### config.mk
export PLATFORM = sky130hd
export DESIGN_NAME = pixport_gen
export DESIGN_NICKNAME = d
export VERILOG_FILES = /design/src/rtl/pixport_pkg.sv /design/src/rtl/pixport_trig.sv /design/src/rtl/pixport_seq.sv /design/src/rtl/pixport_pattern.sv /design/src/rtl/pixport_gen.sv
export SDC_FILE = /design/constraint.sdc
export NUM_CORES = 1
export LEC_CHECK = 0
export BUFFER_PORTS_ARGS = -buffer_cell sky130_fd_sc_hd__buf_2
export CAP_MARGIN = 30
export CORE_UTILIZATION = 45
export DETAILED_ROUTE_END_ITERATION = 6
export PLACE_DENSITY = 0.72
export SLEW_MARGIN = 5
export SYNTH_ARGS = -nofsm -noshare
export SYNTH_HDL_FRONTEND = slang
export SYNTH_SLANG_ARGS = --single-unit
### constraint.sdc
create_clock -name clk -period 2.7 [get_ports clk]
set_input_delay 0.405 -clock clk [delete_from_list [all_inputs] [get_ports clk]]
set_output_delay 0.405 -clock clk [all_outputs]
set_load 0.01 [all_outputs]
### src/rtl/pixport_pkg.sv
package pixport_pkg;

    typedef enum logic [2:0] {
        ST_IDLE   = 3'd0,
        ST_INTEG  = 3'd1,
        ST_ROW    = 3'd2,
        ST_HBLANK = 3'd3,
        ST_FEND   = 3'd4
    } pp_state_e;

endpackage

### src/rtl/pixport_trig.sv
module pixport_trig (
    input  logic clk,
    input  logic rst_n,
    input  logic frame_in,
    input  logic idle_i,
    output logic fire_o
);

    logic prev_q;
    logic armed_q;

    // Trigger needs two consecutive high samples, an armed latch, and an idle engine.
    assign fire_o = idle_i && frame_in && prev_q && armed_q;

    always_ff @(posedge clk) begin
        if (!rst_n) begin
            prev_q  <= 1'b0;
            armed_q <= 1'b0;
        end else begin
            prev_q <= frame_in;
            if (!frame_in)
                armed_q <= 1'b1;
            else if (fire_o || !idle_i)
                armed_q <= 1'b0;
        end
    end


    single_fire_chk: assert property (@(posedge clk) disable iff (!rst_n)
        fire_o |=> !fire_o);


    two_sample_chk: assert property (@(posedge clk) disable iff (!rst_n)
        fire_o |-> $past(frame_in));

endmodule

### src/rtl/pixport_seq.sv
module pixport_seq
    import pixport_pkg::*;
#(
    parameter int COLS       = 128,
    parameter int ROWS       = 4,
    parameter int HBLANK_LEN = 3,
    parameter int INTEG_LEN  = 5,
    parameter int COL_W      = 7,
    parameter int ROW_W      = 2
) (
    input  logic             clk,
    input  logic             rst_n,
    input  logic             snap_mode,
    input  logic             fire_i,
    output pp_state_e        st_o,
    output logic [ROW_W-1:0] row_o,
    output logic [COL_W-1:0] col_o
);

    localparam int WAIT_MAX = (HBLANK_LEN > INTEG_LEN) ? HBLANK_LEN : INTEG_LEN;
    localparam int WAIT_W   = (WAIT_MAX > 1) ? $clog2(WAIT_MAX) : 1;
    localparam logic [WAIT_W-1:0] INTEG_LD = WAIT_W'(INTEG_LEN - 1);
    localparam logic [WAIT_W-1:0] HBL_LD   = WAIT_W'(HBLANK_LEN - 1);
    localparam logic [COL_W-1:0]  COL_LAST = COL_W'(COLS - 1);
    localparam logic [ROW_W-1:0]  ROW_LAST = ROW_W'(ROWS - 1);

    pp_state_e          st_q, st_nx;
    logic [COL_W-1:0]   col_q;
    logic [ROW_W-1:0]   row_q;
    logic [WAIT_W-1:0]  wait_q;

    always_comb begin
        st_nx = st_q;
        unique case (st_q)
            ST_IDLE:   if (!snap_mode || fire_i) st_nx = ST_INTEG;
            ST_INTEG:  if (wait_q == '0) st_nx = ST_ROW;
            ST_ROW: begin
                if (col_q == COL_LAST)
                    st_nx = (row_q == ROW_LAST) ? ST_FEND : ST_HBLANK;
            end
            ST_HBLANK: if (wait_q == '0) st_nx = ST_ROW;
            ST_FEND:   st_nx = snap_mode ? ST_IDLE : ST_INTEG;
            default:   st_nx = ST_IDLE;
        endcase
    end

    always_ff @(posedge clk) begin
        if (!rst_n) st_q <= ST_IDLE;
        else        st_q <= st_nx;
    end

    always_ff @(posedge clk) begin
        if (!rst_n) begin
            col_q  <= '0;
            row_q  <= '0;
            wait_q <= '0;
        end else begin
            col_q <= (st_q == ST_ROW && st_nx == ST_ROW) ? col_q + 1'b1 : '0;

            if (st_q == ST_INTEG)
                row_q <= '0;
            else if (st_q == ST_HBLANK && st_nx == ST_ROW)
                row_q <= row_q + 1'b1;

            if (st_nx != st_q)
                wait_q <= (st_nx == ST_INTEG)  ? INTEG_LD :
                          (st_nx == ST_HBLANK) ? HBL_LD   : '0;
            else if (wait_q != '0)
                wait_q <= wait_q - 1'b1;
        end
    end

    assign st_o  = st_q;
    assign row_o = row_q;
    assign col_o = col_q;


    row_len_chk: assert property (@(posedge clk) disable iff (!rst_n)
        (st_q != ST_ROW && $past(st_q) == ST_ROW) |-> $past(col_q) == COL_LAST);


    frame_rows_chk: assert property (@(posedge clk) disable iff (!rst_n)
        (st_q == ST_FEND) |-> row_q == ROW_LAST);


    hblank_exit_chk: assert property (@(posedge clk) disable iff (!rst_n)
        (st_q == ST_ROW && $past(st_q) == ST_HBLANK) |-> $past(wait_q) == '0);

endmodule

### src/rtl/pixport_pattern.sv
module pixport_pattern #(
    parameter int COL_W = 7,
    parameter int ROW_W = 2,
    parameter int PIX_W = 8
) (
    input  logic             valid_i,
    input  logic [ROW_W-1:0] row_i,
    input  logic [COL_W-1:0] col_i,
    output logic [PIX_W-1:0] pix_o
);

    logic [PIX_W-1:0] sum;

    always_comb begin
        sum   = PIX_W'(col_i) + PIX_W'(row_i);
        pix_o = valid_i ? sum : '0;
    end

endmodule

### src/rtl/pixport_gen.sv
module pixport_gen
    import pixport_pkg::*;
#(
    parameter int COLS       = 128,
    parameter int ROWS       = 4,
    parameter int HBLANK_LEN = 3,
    parameter int INTEG_LEN  = 5,
    parameter int PIX_W      = 8
) (
    input  logic             clk,
    input  logic             rst_n,
    input  logic             snap_mode,
    input  logic             frame_in,
    output logic             frame_out,
    output logic             frame_oe,
    output logic             row_valid,
    output logic [PIX_W-1:0] pix
);

    localparam int COL_W = (COLS > 1) ? $clog2(COLS) : 1;
    localparam int ROW_W = (ROWS > 1) ? $clog2(ROWS) : 1;

    pp_state_e        st;
    logic [ROW_W-1:0] row;
    logic [COL_W-1:0] col;
    logic             fire;
    logic             idle_snap;

    assign idle_snap = (st == ST_IDLE) && snap_mode;

    pixport_trig u_trig (
        .clk      (clk),
        .rst_n    (rst_n),
        .frame_in (frame_in),
        .idle_i   (idle_snap),
        .fire_o   (fire)
    );

    pixport_seq #(
        .COLS       (COLS),
        .ROWS       (ROWS),
        .HBLANK_LEN (HBLANK_LEN),
        .INTEG_LEN  (INTEG_LEN),
        .COL_W      (COL_W),
        .ROW_W      (ROW_W)
    ) u_seq (
        .clk       (clk),
        .rst_n     (rst_n),
        .snap_mode (snap_mode),
        .fire_i    (fire),
        .st_o      (st),
        .row_o     (row),
        .col_o     (col)
    );

    always_comb begin
        row_valid = (st == ST_ROW);
        frame_oe  = !snap_mode;
        frame_out = !snap_mode && (st == ST_ROW || st == ST_HBLANK);
    end

    pixport_pattern #(
        .COL_W (COL_W),
        .ROW_W (ROW_W),
        .PIX_W (PIX_W)
    ) u_pat (
        .valid_i (row_valid),
        .row_i   (row),
        .col_i   (col),
        .pix_o   (pix)
    );


    vid_frame_cover_chk: assert property (@(posedge clk) disable iff (!rst_n)
        (row_valid && !snap_mode) |-> frame_out);


    trig_hist_chk: assert property (@(posedge clk) disable iff (!rst_n)
        (snap_mode && $past(st) == ST_IDLE && st == ST_INTEG)
            |-> ($past(frame_in) && $past(frame_in, 2)));


    snap_quiet_chk: assert property (@(posedge clk) disable iff (!rst_n)
        snap_mode |-> (!frame_out && !frame_oe));

endmodule

Word level (Yosys, flattened, before mapping)
Index checks and enable logic that the tools add are counted.
{ "word_totals": {"regBits": 17, "inputBits": 4, "out_inout_bits": 11, "word_cells": 54} }
{ "classes": {"addsub": 4, "eq_ne": 11, "mux": 13, "bitwise": 1, "reduce_logical": 19} }
{ "op_table": {"columns": ["cell", "count"], "rows": [
  ["2-to-1 mux 3 bit", 7],
  ["equality test 3 x 2 -> 1 bit, second input constant", 4],
  ["case mux 3 bit (4 select lines)", 1],
  ["adder 7 x 2 -> 8 bit", 1],
  ["2-to-1 mux 8 bit", 1],
  ["adder 7 x 1 -> 7 bit, second input constant", 1],
  ["equality test 7 bit, second input constant", 1],
  ["logical AND 1 bit", 7],
  ["equality test 3 x 1 -> 1 bit, second input constant", 2],
  ["logical NOT 3 bit", 2],
  ["OR reduction 2 bit", 2],
  ["equality test 3 bit, second input constant", 1],
  ["logical OR 1 bit", 3],
  ["2-to-1 mux 1 bit", 3],
  ["!= test 3 bit", 1],
  ["nonzero test 3 bit", 1],
  ["subtractor 3 x 1 -> 3 bit, second input constant", 1],
  ["adder 2 x 1 -> 2 bit, second input constant", 1],
  ["equality test 2 bit, second input constant", 1],
  ["logical NOT 1 bit", 2],
  ["2-to-1 mux 2 bit", 1],
  ["!= test 2 x 1 -> 1 bit, second input constant", 1],
  ["AND reduction 2 bit", 1],
  ["nonzero test 2 bit", 1],
  ["NOT 1 bit", 1]
]} }

Logic depth before layout (Yosys ltp)
{ "depth": {"ltp_word": 12, "ltp_mapped": 9, "mapped_depth_nobuf": 8} }

Modules after synthesis
Synthesis repeated with hierarchy kept, for this count alone.
{ "hier_totals": {"cells_unflattened": 129, "hier_area_um2": 1091.0} }
{ "by_module_without_submodules": {"columns": ["mod", "n_inst", "cells_each", "area_each_um2", "seq_area_each_um2"], "rows": [
  ["pixport_seq", 1, 94, 785.8, 300.3],
  ["pixport_pattern", 1, 25, 190.2, 0.0],
  ["pixport_trig", 1, 6, 71.3, 40.0],
  ["pixport_gen", 1, 4, 43.8, 0.0]
]} }

Worst setup path after synthesis
No wires, ideal clock.
{ "synth_timing": {"path_kind": "reg2reg", "startpoint": "register u_seq.wait_q[0]", "endpoint": "register u_seq.wait_q[1]", "setup_time_ns": 0.125, "arrival_ns": 1.740, "path_slack_ns": 0.835, "stages_incl_launch_ff": 10, "n_path_buf": 1, "period_less_slack_ns": 1.865, "path_cell_list": "dfxtp_1 > inv_1 > ha_1 > ha_1 > clkbuf_1 > nor3b_1 > a311o_1 > nor3_1 > o211ai_2 > o41ai_1"} }
{ "synth_via": {"elab_chain_cells": 7, "elab_cells_between_ends": 13, "classes_between": "add/sub: 1; eq/ne: 3; mux: 6; reduce/logical: 3"} }
{ "synth_rtl": {"columns": ["item", "line_no", "rtl"], "rows": [
  ["from (decl)", "pixport_seq.sv:30", "logic [WAIT_W-1:0] wait_q;"],
  ["from (signal assigned)", "pixport_seq.sv:66", "wait_q <= (st_nx == ST_INTEG) ? INTEG_LD :"],
  ["from (signal assigned)", "pixport_seq.sv:69", "wait_q <= wait_q - 1'b1;"],
  ["logical NOT 3 bit", "pixport_seq.sv:36, pixport_seq.sv:41", null],
  ["2-to-1 mux 3 bit", "pixport_seq.sv:36, pixport_seq.sv:41", null],
  ["case mux 3 bit (4 select lines)", "pixport_seq.sv:34", "unique case (st_q)"],
  ["equality test 3 x 2 -> 1 bit", "pixport_seq.sv:67", "(st_nx == ST_HBLANK) ? HBL_LD : '0;"],
  ["2-to-1 mux 2 bit", "pixport_seq.sv:67", null],
  ["2-to-1 mux 3 bit", "pixport_seq.sv:66", null],
  ["2-to-1 mux 3 bit", "pixport_seq.sv:65", "if (st_nx != st_q)"]
]} }
Several ways; a longest one is shown, not always the timed one. The select of a mux whose other input is x is not followed.
A chain may end at the register's enable or synchronous reset.

Worst setup path after layout
{ "layout_timing": {"startpoint": "register u_seq.st_q[1] (netlist: u_seq.st_o[1])", "endpoint": "output pix[7]"} }
{ "layout_via": {"elab_chain_cells": 2} }
{ "layout_rtl": {"columns": ["item", "line_no", "rtl"], "rows": [
  ["from (decl)", "pixport_seq.sv:27", "pp_state_e st_q, st_nx;"],
  ["from (signal assigned)", "pixport_seq.sv:49", "else st_q <= st_nx;"],
  ["equality test 3 x 2 -> 1 bit", "pixport_gen.sv:57", "row_valid = (st == ST_ROW);"],
  ["2-to-1 mux 8 bit", "pixport_pattern.sv:16", "pix_o = valid_i ? sum : '0;"],
  ["to (decl)", "pixport_gen.sv:17", "output logic [PIX_W-1:0] pix"]
]} }
No other way between the ends.

==> flow_metrics.env <==
export IMPL_cts_tree="built"
export IMPL_vias_per_cell=5.239
export IMPL_cts_buffers=3
export IMPL_async_reset_ff_frac=0
export IMPL_dp_hpwl_um=1477
export IMPL_hold_worst_slack_ps=337.8
export IMPL_grt_pass1_vias=808
export IMPL_postCtsSetupBuffers=0
export IMPL_cp_top_family="simple AND/OR/NAND/NOR gates"
export IMPL_fill_cells=209
export IMPL_gp_congestion=0.8318
export IMPL_wl_per_cell_um=11.91
export IMPL_cp_data_arrival_time_ps=1800
export IMPL_synth_seq_area_share=0.3321
export IMPL_crit_path_end_kind="output pin"
export IMPL_synth_ff_type="dfxtp_1"
export IMPL_finalMaxSlewViolations=0
export IMPL_synth_distinct_cells=39
export IMPL_slowest_stage="dfxtp_1"
export IMPL_ys_ff_latch=17
export IMPL_cp_startpoint="u_seq.st_o[1]$_SDFF_PN0_"
export IMPL_worstPathCellList="or3b_1 > inv_2 > nand3_1 > nor2_1 > buf_2"
export IMPL_synth_top_area_frac=0.3321
export IMPL_rows=16
export IMPL_required_ps=2300
export IMPL_num_nets_final=148
export IMPL_worst_slew_pin_slew_ps=453.2
export IMPL_power_density_nw_per_um2=647.9
export IMPL_syn_area_per_cell_um2=8.198
export IMPL_min_path_type="primary input to flip-flop"
export IMPL_coreArea_um2=2042
export IMPL_cts_root_buf="clkbuf_4"
export IMPL_wirelength_um=1941
export IMPL_worstPathMaxFanout=10
export IMPL_status="completed"
export IMPL_yosys_area_top_type="dfxtp_1"
export IMPL_grt_ovfl_total=0
export IMPL_grt_pass1_wl_um=3484
export IMPL_antenna_cells=0
export IMPL_crit_path_max_incr_delay_ps=530
export IMPL_tns_ps=0
export IMPL_dr_pass1_iters=4
export IMPL_yosys_top_cells_area="dfxtp_1 (33%), ha_1 (7.3%), nor2_1 (7.0%), xor2_1 (6.0%), nand4_1 (3.7%)"
export IMPL_synthTopCellsByCount="nor2_1 (19), dfxtp_1 (17), nand2_1 (9), xor2_1 (7)"
export IMPL_clk_latency_ps=280
export IMPL_drive_gt1_frac=0.1544
export IMPL_crit_type="flip-flop to output pin"
export IMPL_min_from="frame_in"
export IMPL_timing_slew_headroom=0.6972
export IMPL_period_minus_slack_ps=2205
export IMPL_setup_viol=0
export IMPL_synthCells=125
export IMPL_synth_most_common_cell="nor2_1"
export IMPL_finalCritPeriodShare=0.8166
export IMPL_syn_nets=136
export IMPL_syn_area_um2=1025
export IMPL_top_level_ports=15
export IMPL_cap_violations=0
export IMPL_grt_usage=0.1810
export IMPL_start_util=0.5018
export IMPL_postCtsResizedCells=0
export IMPL_clockBufferDepth=2
export IMPL_r2r_start="u_seq.wait_q[0]$_SDFFE_PN0P_"
export IMPL_drt_iter0_drc=15
export IMPL_die_w_um=49.72
export IMPL_syn2layout_area_growth_pct=9.402
export IMPL_p_total_mw=0.7264
export IMPL_clk_pin_slew_ps=100
export IMPL_dieArea_um2=2472
export IMPL_numClockSinks=17
export IMPL_final_hold_violation_count=0
export IMPL_p_leak_nw=0.4455
export IMPL_fmax_ghz=0.4535
export IMPL_antenna_left=0
export IMPL_io_buffers=14
export IMPL_drc=0
export IMPL_synth_edf_count=0
export IMPL_htreeDepth=1
export IMPL_yosysWarnings=0
export IMPL_die_h_um=49.72
export IMPL_grt_setup_unrepaired="false"
export IMPL_ctsHoldBuffers=0
export IMPL_grt_max_degree=11
export IMPL_vdd_ir_drop_max_uv=506.3
export IMPL_routed_via_count=854
export IMPL_skew_ps=1.451
export IMPL_critPathBufInv=2
export IMPL_antenna_found_initial=0
export IMPL_start_kind="flip-flop"
==> stage by stage <==
step	setup WS (ps)	util	cell area (µm²)	cells
floorplan	834.8	-	1025	125
global placement	789.4	0.5362	1095	159
detailed placement	687.9	0.5362	1095	159
CTS	495.8	0.5490	1121	163
global route	383.4	0.5490	1121	163
finish	495.0	0.5490	1121	163
==> cell usage in the layout, fill, tap and decap left out, types with 2 or more instances in the layout <==
cell       n
xnor2_1    3
xor2_1     7
nand3b_1   2
o21ai_0    4
nor2_1    19
nand2b_1   2
a21oi_1    3
buf_2     14
inv_1      6
nand2_1    9
clkbuf_4   3
nor2b_1    2
nand3_1    5
and2_1     4
dfxtp_1   17
ha_1       6
nor3_1     3
nand4_1    6
==> registers in the layout, summed over array words and instances, names as in the netlist <==
signal          flops
u_seq.wait_q        3
u_trig.prev_q       1
u_trig.armed_q      1
u_seq.col_o         7
u_seq.st_o          3
u_seq.row_o         2
==> cells by family (layout without fill, tap and decap cells) <==
logic type               after synthesis  in the layout  share of synthesized area
flip-flops                            17             17                     0.3321
adder cells (fa/ha/maj)                7              7                    0.09279
AO/OA/AOI/OAI                         17             17                     0.1172
buffers and inverters                 14             25                    0.05860
AND/OR/NAND/NOR                       60             60                     0.3138
XOR/XNOR                              10             10                    0.08548
==> layout make-up <==
type | count | area [µm²] | share of cell area
multi-input cells | 94 | 624.3 | 0.5569
repair buffers | 14 | 70.07 | 0.06250
clock buffers | 4 | 26.28 | 0.02344
inverters | 7 | 26.28 | 0.02344
well taps | 27 | 33.78 | 0.03013
flip-flops and latches | 17 | 340.3 | 0.3036
==> final timing paths <==
path,endpoint,slack [ps],cells after the start
worst max-delay path,pix[7],500,5
worst min-delay path,u_trig.armed_q$_SDFFE_PN0P_,340,2
worst max register to register,u_seq.wait_q[1]$_SDFFE_PN0P_,650,8
worst min register to register,u_seq.col_o[0]$_SDFF_PN0_,500,1
==> power by group <==
part	total (mW)	leakage [nW]	internal [mW]	switching, mW
Combinational	0.274	0.292	0.111	0.163
Sequential	0.317	0.138	0.283	0.0340
Clock	0.135	0.0150	0.0573	0.0781
Total	0.726	0.446	0.452	0.275
==> metal layers <==
layer  vias to the layer above  routed length, µm  GRT usage  share of wire
li1                        453                  -          -              -
met1                       389               1057     0.2638           0.54
met2                        10                827     0.2680           0.43
met3                         2                 32    0.02160          0.016
met4                         0                 23    0.07143          0.012
met5                         -                  0          0              0
Note: power is estimated with default switching activity, not from simulation.
